`src/rtl/pflag_fifo_pkg.sv`:
```
package pflag_fifo_pkg;
  // threshold slot order is behaviour: the selector visits them in this sequence
  typedef enum logic [1:0] {
    SLOT_EMPTY_LO = 2'd0,
    SLOT_EMPTY_HI = 2'd1,
    SLOT_FULL_LO  = 2'd2,
    SLOT_FULL_HI  = 2'd3
  } slot_sel_e;

  localparam int          SLOT_LO_W   = 8;
  localparam logic [7:0]  THR_RST_LO  = 8'h07;
endpackage

```
`src/rtl/pflag_offset_seq.sv`:
```
module pflag_offset_seq
  import pflag_fifo_pkg::*;
#(
  parameter int AW = 9,
  parameter int DW = 9
) (
  input  logic          clk,
  input  logic          rst,
  input  logic [7:0]    wdata,
  input  logic          thr_wr,
  input  logic          thr_rd_req,
  output logic          thr_rd,
  output logic [DW-1:0] thr_rdata,
  output logic [AW-1:0] empty_thr_nxt,
  output logic [AW-1:0] full_thr_nxt
);
  localparam int HI_W = AW - SLOT_LO_W;

  slot_sel_e            sel;
  logic [7:0]           e_lo, f_lo, e_lo_n, f_lo_n;
  logic [HI_W-1:0]      e_hi, f_hi, e_hi_n, f_hi_n;
  logic                 step;

  // write wins over read when both are requested
  assign thr_rd = thr_rd_req & ~thr_wr;
  assign step   = thr_wr | thr_rd;

  always_comb begin
    e_lo_n = e_lo;
    e_hi_n = e_hi;
    f_lo_n = f_lo;
    f_hi_n = f_hi;
    if (thr_wr) begin
      case (sel)
        SLOT_EMPTY_LO: e_lo_n = wdata;
        SLOT_EMPTY_HI: e_hi_n = wdata[HI_W-1:0];
        SLOT_FULL_LO:  f_lo_n = wdata;
        default:       f_hi_n = wdata[HI_W-1:0];
      endcase
    end
  end

  always_ff @(posedge clk) begin
    if (rst) begin
      sel  <= SLOT_EMPTY_LO;
      e_lo <= THR_RST_LO;
      f_lo <= THR_RST_LO;
      e_hi <= '0;
      f_hi <= '0;
    end else begin
      e_lo <= e_lo_n;
      e_hi <= e_hi_n;
      f_lo <= f_lo_n;
      f_hi <= f_hi_n;
      if (step) sel <= slot_sel_e'(sel + 2'd1);
    end
  end

  always_comb begin
    case (sel)
      SLOT_EMPTY_LO: thr_rdata = {{(DW-SLOT_LO_W){1'b0}}, e_lo};
      SLOT_EMPTY_HI: thr_rdata = {{(DW-HI_W){1'b0}}, e_hi};
      SLOT_FULL_LO:  thr_rdata = {{(DW-SLOT_LO_W){1'b0}}, f_lo};
      default:       thr_rdata = {{(DW-HI_W){1'b0}}, f_hi};
    endcase
  end

  assign empty_thr_nxt = {e_hi_n, e_lo_n};
  assign full_thr_nxt  = {f_hi_n, f_lo_n};


  sel_step_chk: assert property (@(posedge clk) disable iff (rst)
    step |=> (sel == slot_sel_e'($past(sel) + 2'd1)));


  sel_hold_chk: assert property (@(posedge clk) disable iff (rst)
    !step |=> $stable(sel));


  wr_prio_chk: assert property (@(posedge clk) disable iff (rst)
    (thr_wr && thr_rd_req) |-> !thr_rd);
endmodule

```
`src/rtl/pflag_fifo_store.sv`:
```
module pflag_fifo_store #(
  parameter int DW    = 9,
  parameter int DEPTH = 512,
  parameter int AW    = $clog2(DEPTH),
  parameter int CW    = AW + 1
) (
  input  logic          clk,
  input  logic          rst,
  input  logic [DW-1:0] din,
  input  logic          wr_req,
  input  logic          rd_req,
  input  logic          thr_rd,
  input  logic [DW-1:0] thr_rdata,
  output logic [DW-1:0] dout,
  output logic [CW-1:0] count_nxt
);
  logic [DW-1:0] mem [DEPTH];
  logic [AW-1:0] wptr, rptr;
  logic [CW-1:0] count;
  logic          wr_ok, rd_ok;

  assign wr_ok = wr_req & (count != CW'(DEPTH));
  assign rd_ok = rd_req & (count != '0);
  assign count_nxt = count + CW'(wr_ok) - CW'(rd_ok);

  // storage without reset so it maps onto block RAM
  always_ff @(posedge clk) begin
    if (wr_ok) mem[wptr] <= din;
  end

  always_ff @(posedge clk) begin
    if (rst) begin
      wptr  <= '0;
      rptr  <= '0;
      count <= '0;
      dout  <= '0;
    end else begin
      count <= count_nxt;
      if (wr_ok) wptr <= wptr + 1'b1;
      if (rd_ok) begin
        rptr <= rptr + 1'b1;
        dout <= mem[rptr];
      end else if (thr_rd) begin
        dout <= thr_rdata;
      end
    end
  end


  no_overflow_chk: assert property (@(posedge clk) disable iff (rst)
    count <= CW'(DEPTH));


  count_idle_chk: assert property (@(posedge clk) disable iff (rst)
    (!wr_req && !rd_req) |=> $stable(count));


  dout_hold_chk: assert property (@(posedge clk) disable iff (rst)
    (!rd_req && !thr_rd) |=> $stable(dout));
endmodule

```
`src/rtl/pflag_flag_gen.sv`:
```
module pflag_flag_gen #(
  parameter int DEPTH = 512,
  parameter int AW    = $clog2(DEPTH),
  parameter int CW    = AW + 1
) (
  input  logic          clk,
  input  logic          rst,
  input  logic [CW-1:0] count_nxt,
  input  logic [AW-1:0] empty_thr_nxt,
  input  logic [AW-1:0] full_thr_nxt,
  output logic          empty,
  output logic          full,
  output logic          almost_empty,
  output logic          almost_full
);
  logic ae_n, af_n;

  assign ae_n = count_nxt <= {1'b0, empty_thr_nxt};
  assign af_n = count_nxt >= (CW'(DEPTH) - {1'b0, full_thr_nxt});

  always_ff @(posedge clk) begin
    if (rst) begin
      empty        <= 1'b1;
      full         <= 1'b0;
      almost_empty <= 1'b1;
      almost_full  <= 1'b0;
    end else begin
      empty        <= (count_nxt == '0);
      full         <= (count_nxt == CW'(DEPTH));
      almost_empty <= ae_n;
      almost_full  <= af_n;
    end
  end


  empty_full_excl_chk: assert property (@(posedge clk) disable iff (rst)
    !(empty && full));


  empty_implies_ae_chk: assert property (@(posedge clk) disable iff (rst)
    empty |-> almost_empty);


  full_implies_af_chk: assert property (@(posedge clk) disable iff (rst)
    full |-> almost_full);
endmodule

```
`src/rtl/pflag_fifo.sv`:
```
module pflag_fifo #(
  parameter int DW    = 9,
  parameter int DEPTH = 512
) (
  input  logic          clk,
  input  logic          rst,
  input  logic [DW-1:0] din,
  input  logic          wr_en_n,
  input  logic          wr_ld_n,
  input  logic          rd_en_a_n,
  input  logic          rd_en_b_n,
  output logic [DW-1:0] dout,
  output logic          empty,
  output logic          full,
  output logic          almost_empty,
  output logic          almost_full
);
  localparam int AW = $clog2(DEPTH);
  localparam int CW = AW + 1;

  logic          wr_req, rd_req, thr_wr, thr_rd_req, thr_rd;
  logic [DW-1:0] thr_rdata;
  logic [CW-1:0] count_nxt;
  logic [AW-1:0] empty_thr_nxt, full_thr_nxt;
  logic          rd_both;

  assign rd_both    = ~rd_en_a_n & ~rd_en_b_n;
  assign wr_req     = ~wr_en_n & wr_ld_n;
  assign rd_req     = rd_both & wr_ld_n;
  assign thr_wr     = ~wr_en_n & ~wr_ld_n;
  assign thr_rd_req = rd_both & ~wr_ld_n;

  pflag_offset_seq #(.AW(AW), .DW(DW)) u_seq (
    .clk(clk), .rst(rst), .wdata(din[7:0]),
    .thr_wr(thr_wr), .thr_rd_req(thr_rd_req), .thr_rd(thr_rd),
    .thr_rdata(thr_rdata),
    .empty_thr_nxt(empty_thr_nxt), .full_thr_nxt(full_thr_nxt)
  );

  pflag_fifo_store #(.DW(DW), .DEPTH(DEPTH), .AW(AW), .CW(CW)) u_store (
    .clk(clk), .rst(rst), .din(din),
    .wr_req(wr_req), .rd_req(rd_req),
    .thr_rd(thr_rd), .thr_rdata(thr_rdata),
    .dout(dout), .count_nxt(count_nxt)
  );

  pflag_flag_gen #(.DEPTH(DEPTH), .AW(AW), .CW(CW)) u_flags (
    .clk(clk), .rst(rst), .count_nxt(count_nxt),
    .empty_thr_nxt(empty_thr_nxt), .full_thr_nxt(full_thr_nxt),
    .empty(empty), .full(full),
    .almost_empty(almost_empty), .almost_full(almost_full)
  );


  load_mode_freeze_chk: assert property (@(posedge clk) disable iff (rst)
    !wr_ld_n |=> ($stable(empty) && $stable(full)));
endmodule

```
`config.mk`:
```
export PLATFORM = sky130hd
export DESIGN_NAME = pflag_fifo
export DESIGN_NICKNAME = d
export VERILOG_FILES = /design/src/rtl/pflag_fifo_pkg.sv /design/src/rtl/pflag_offset_seq.sv /design/src/rtl/pflag_fifo_store.sv /design/src/rtl/pflag_flag_gen.sv /design/src/rtl/pflag_fifo.sv
export SDC_FILE = /design/constraint.sdc
export NUM_CORES = 2
export LEC_CHECK = 0
export BUFFER_PORTS_ARGS = -buffer_cell sky130_fd_sc_hd__buf_2
export CORE_AREA = 3 3 678 680
export DETAILED_ROUTE_END_ITERATION = 6
export DIE_AREA = 0 0 681 683
export PLACE_DENSITY = 0.6
export SYNTH_ARGS = -nofsm -noshare
export SYNTH_HDL_FRONTEND = slang
export SYNTH_MEMORY_MAX_BITS = 65536
export SYNTH_SLANG_ARGS = --single-unit
```
`constraint.sdc`:
```
create_clock -name clk -period 11.4 [get_ports clk]
set_input_delay 0 -clock clk [delete_from_list [all_inputs] [get_ports clk]]
set_output_delay 0 -clock clk [all_outputs]
set_load 0.02 [all_outputs]
```
==> flow_metrics.tcl <==
set metrics [dict create \
    status "completed" \
    drv_cap 0 \
    drive_above_1_share_pct 25.4 \
    post_cts_buffers 0 \
    grt_pass1_vias 87415 \
    worst_path_largest_cell_delay_ns 1.03 \
    max_freq_ghz 0.178 \
    final_area_mm2 0.204 \
    postCtsResizedCells 0 \
    drt_first_pass_iters 5 \
    cts_inserted_buffers 462 \
    synth_warnings 0 \
    synth_flop_cell "edfxtp_1" \
    critPathMaxFanout 59 \
    seq_area_frac_synth_pct 77.1 \
    routed-wl-met2_um 224000 \
    wl_met3_um 42900 \
    drt_iter0_markers 11007 \
    period_share_pct 49.2 \
    grt_antenna_before_repair 36 \
    syn_nets 8181 \
    synth_most_common_cell "edfxtp_1" \
    hold_viol_final 0 \
    dp_hpwl_um 282000 \
    wl_per_cell_um 32.0 \
    die_h_um 683 \
    yosys.area.top_type_share_pct 76.3 \
    power_density_mw_per_mm2 177 \
    critPathKind "reg2reg" \
    grtUsageTotal_pct 20.1 \
    setup_viol_count_final 0 \
    num_vias 86616 \
    p_leak_nw 60.1 \
    synthTopCellsByCount "4,608 x edfxtp_1, 1,264 x mux4_2, 595 x nor2_1" \
    synth_top_area_cell "edfxtp_1" \
    async_reset_ff_share_pct 0 \
    cts.clk_slew.worst_paths_ns 0.06 \
    top_layer "met5" \
    post-place-ws_ns 5.80 \
    cts.sinks 4678 \
    die_w_um 681 \
    worst_slack_ns 5.79 \
    tns_ns 0 \
    endpoint_kind "flop" \
    postPlaceCellArea_mm2 0.189 \
    ys_top_cells_by_area "edfxtp_1 76%, mux4_2 16%, mux2i_1 1.7%, nor2_1 1.2%, dfxtp_1 0.77%" \
    finClkSkew_ns 0.0682 \
    tightest_slew_ns 1.37 \
    path_common_cell "buf_4" \
    synth_edf_count 4608 \
    crit_path_start_kind "flop" \
    start_util_pct 39.9 \
    root_buffer "clkbuf_16" \
    grt-ovfl-total 0 \
    insertion_delay_ns 1.00 \
    fin_crit_ns 5.61 \
    routed_via_density 5.87 \
    grt_pass1_wl_um 672000 \
    crit_required_ns 12.29 \
    ys_seq_elements 4678 \
    clockBufferDepth 4 \
    row_count 248 \
    tritoncts "done" \
    total_power_w 0.0361 \
    synth_cell_types 64 \
    max_slew_margin_pct 8.66 \
    dieArea_mm2 0.465 \
    pin_count 28 \
    ant_nets 0 \
    synth.cell_area_mm2 0.181 \
    crit_slowest_cell "nor3_1" \
    critical_path_arrival_ns 6.50 \
    drc 0 \
    rsz0062_at_grt "no" \
    holdCritPathClass "in2reg" \
    final_nets 8417 \
    peakVddDrop_mv 0.130 \
    drt_wl_total_um 473000 \
    h-tree-depth 5 \
    wl_met1_um 191000 \
    worstPathCellList "buf_4 > buf_4 > mux4_2 > mux2i_1 > a22oi_1 > nand3_1 > nor3_1 > a31oi_1 > nor4_1" \
    syn2layout_area_growth_pct 12.5 \
    core_area_mm2 0.455 \
    synthCells 8121 \
    grt_max_degree 183 \
    routabilityCongestion 0.825 \
    postSynthAreaPerCell_um2 22.3 \
    io_buffer_count 27 \
    maxSlewViolCount 0 \
]
path summary, 6_finish.rpt:
check	startpoint	end	slack, ns	depth (start not counted)
max	flop	u_store.dout[3]	5.79	9
min	din[4]	u_store.mem[189][4]	0.07	2
max reg2reg	flop	u_store.dout[3]	5.79	9
min reg2reg	u_seq.e_lo[2]	u_seq.e_lo[2]	0.54	2
per-stage QoR:
step / hold WS, ns / util [%] / cells
2_1_floorplan: 0.0989 / - / 8121
3_3_place_gp: 0.399 / 41.4 / 13872
3_5_place_dp: 0.402 / 41.4 / 13872
4_1_cts: 0.0196 / 44.8 / 14744
5_1_grt: 0.0508 / 44.8 / 14745
6_report: 0.0723 / 44.8 / 14763
repair_timing:
action                                   CTS  global route
endpoints found under the setup margin     0             0
hold endpoints to repair                1610             0
hold buffers                              21             0
logic make-up after synthesis:
family / count (synthesis) / share of synthesized area (%)
xor+xnor: 31 / 0.150
flops: 4678 / 77.1
fa+ha+maj: 46 / 0.320
compound gates: 343 / 1.35
mux: 1593 / 17.5
simple gates: 925 / 2.13
buf+inv: 505 / 1.44
worst max-delay path, delay by kind of cell, from the launching register on:
family	cells	cell delay, ns
compound gates	2	0.95
buf+inv	2	1.50
flops	1	0.78
mux	2	0.43
simple gates	3	1.73
report_power, final:
part | total (W) | switching, W | internal (W)
sequential | 0.0189 | 0.0000345 | 0.0189
combinational | 0.00189 | 0.00112 | 0.000767
clock | 0.0153 | 0.00649 | 0.00879
total | 0.0361 | 0.00765 | 0.0285
registers in the layout, indices dropped and copies added, names as in the netlist, 2 cells and up, named ones only:
name	flops
u_seq.e_lo	8
u_store.dout	9
u_store.mem	4608
u_store.rptr	9
u_store.count	10
u_store.wptr	9
u_seq.sel	2
u_seq.f_lo	8
cells in the final DEF, fill, tap and decap left out, drive strengths merged, types with 16 or more instances in the layout:
cell         netlist  layout
clkinv             2     193
a22oi            161     161
xor2              21      21
mux2              16      16
o21ai             16      16
nand4             17      17
ha                44      44
nand3             45      45
clkbuf           206     578
dfxtp             70      70
edfxtp          4608    4608
mux2i            313     313
nand2            166     166
buf              265     222
nor2             595     595
nor4              18      18
bufinv             0      53
clkinvlp           0      18
diode              0      19
nor3              19      19
mux4            1264    1264
dlygate4sd3        0      21
o211ai            34      34
a21oi             54      54
inv               32      43
layout make-up:
| type | instances | area, um^2 |
|---|---|---|
| timing repair buffer | 243 | 2150 |
| tap | 6000 | 7510 |
| inverter | 34 | 128 |
| fill | 37666 | 251000 |
| clock inverter | 273 | 2930 |
| antenna | 19 | 47.5 |
| sequential | 4678 | 140000 |
| multi-input combinational | 2938 | 39200 |
| clock buffer | 578 | 12200 |
per-layer routing:
metal | global-route usage (%) | vias up
met1 | 28.7 | 47057
met3 | 3.96 | 689
met2 | 31.5 | 4157
met5 | 0 | -
met4 | 5.90 | 18
li1 | - | 34695
No activity file was read; power rests on OpenSTA's default activity.
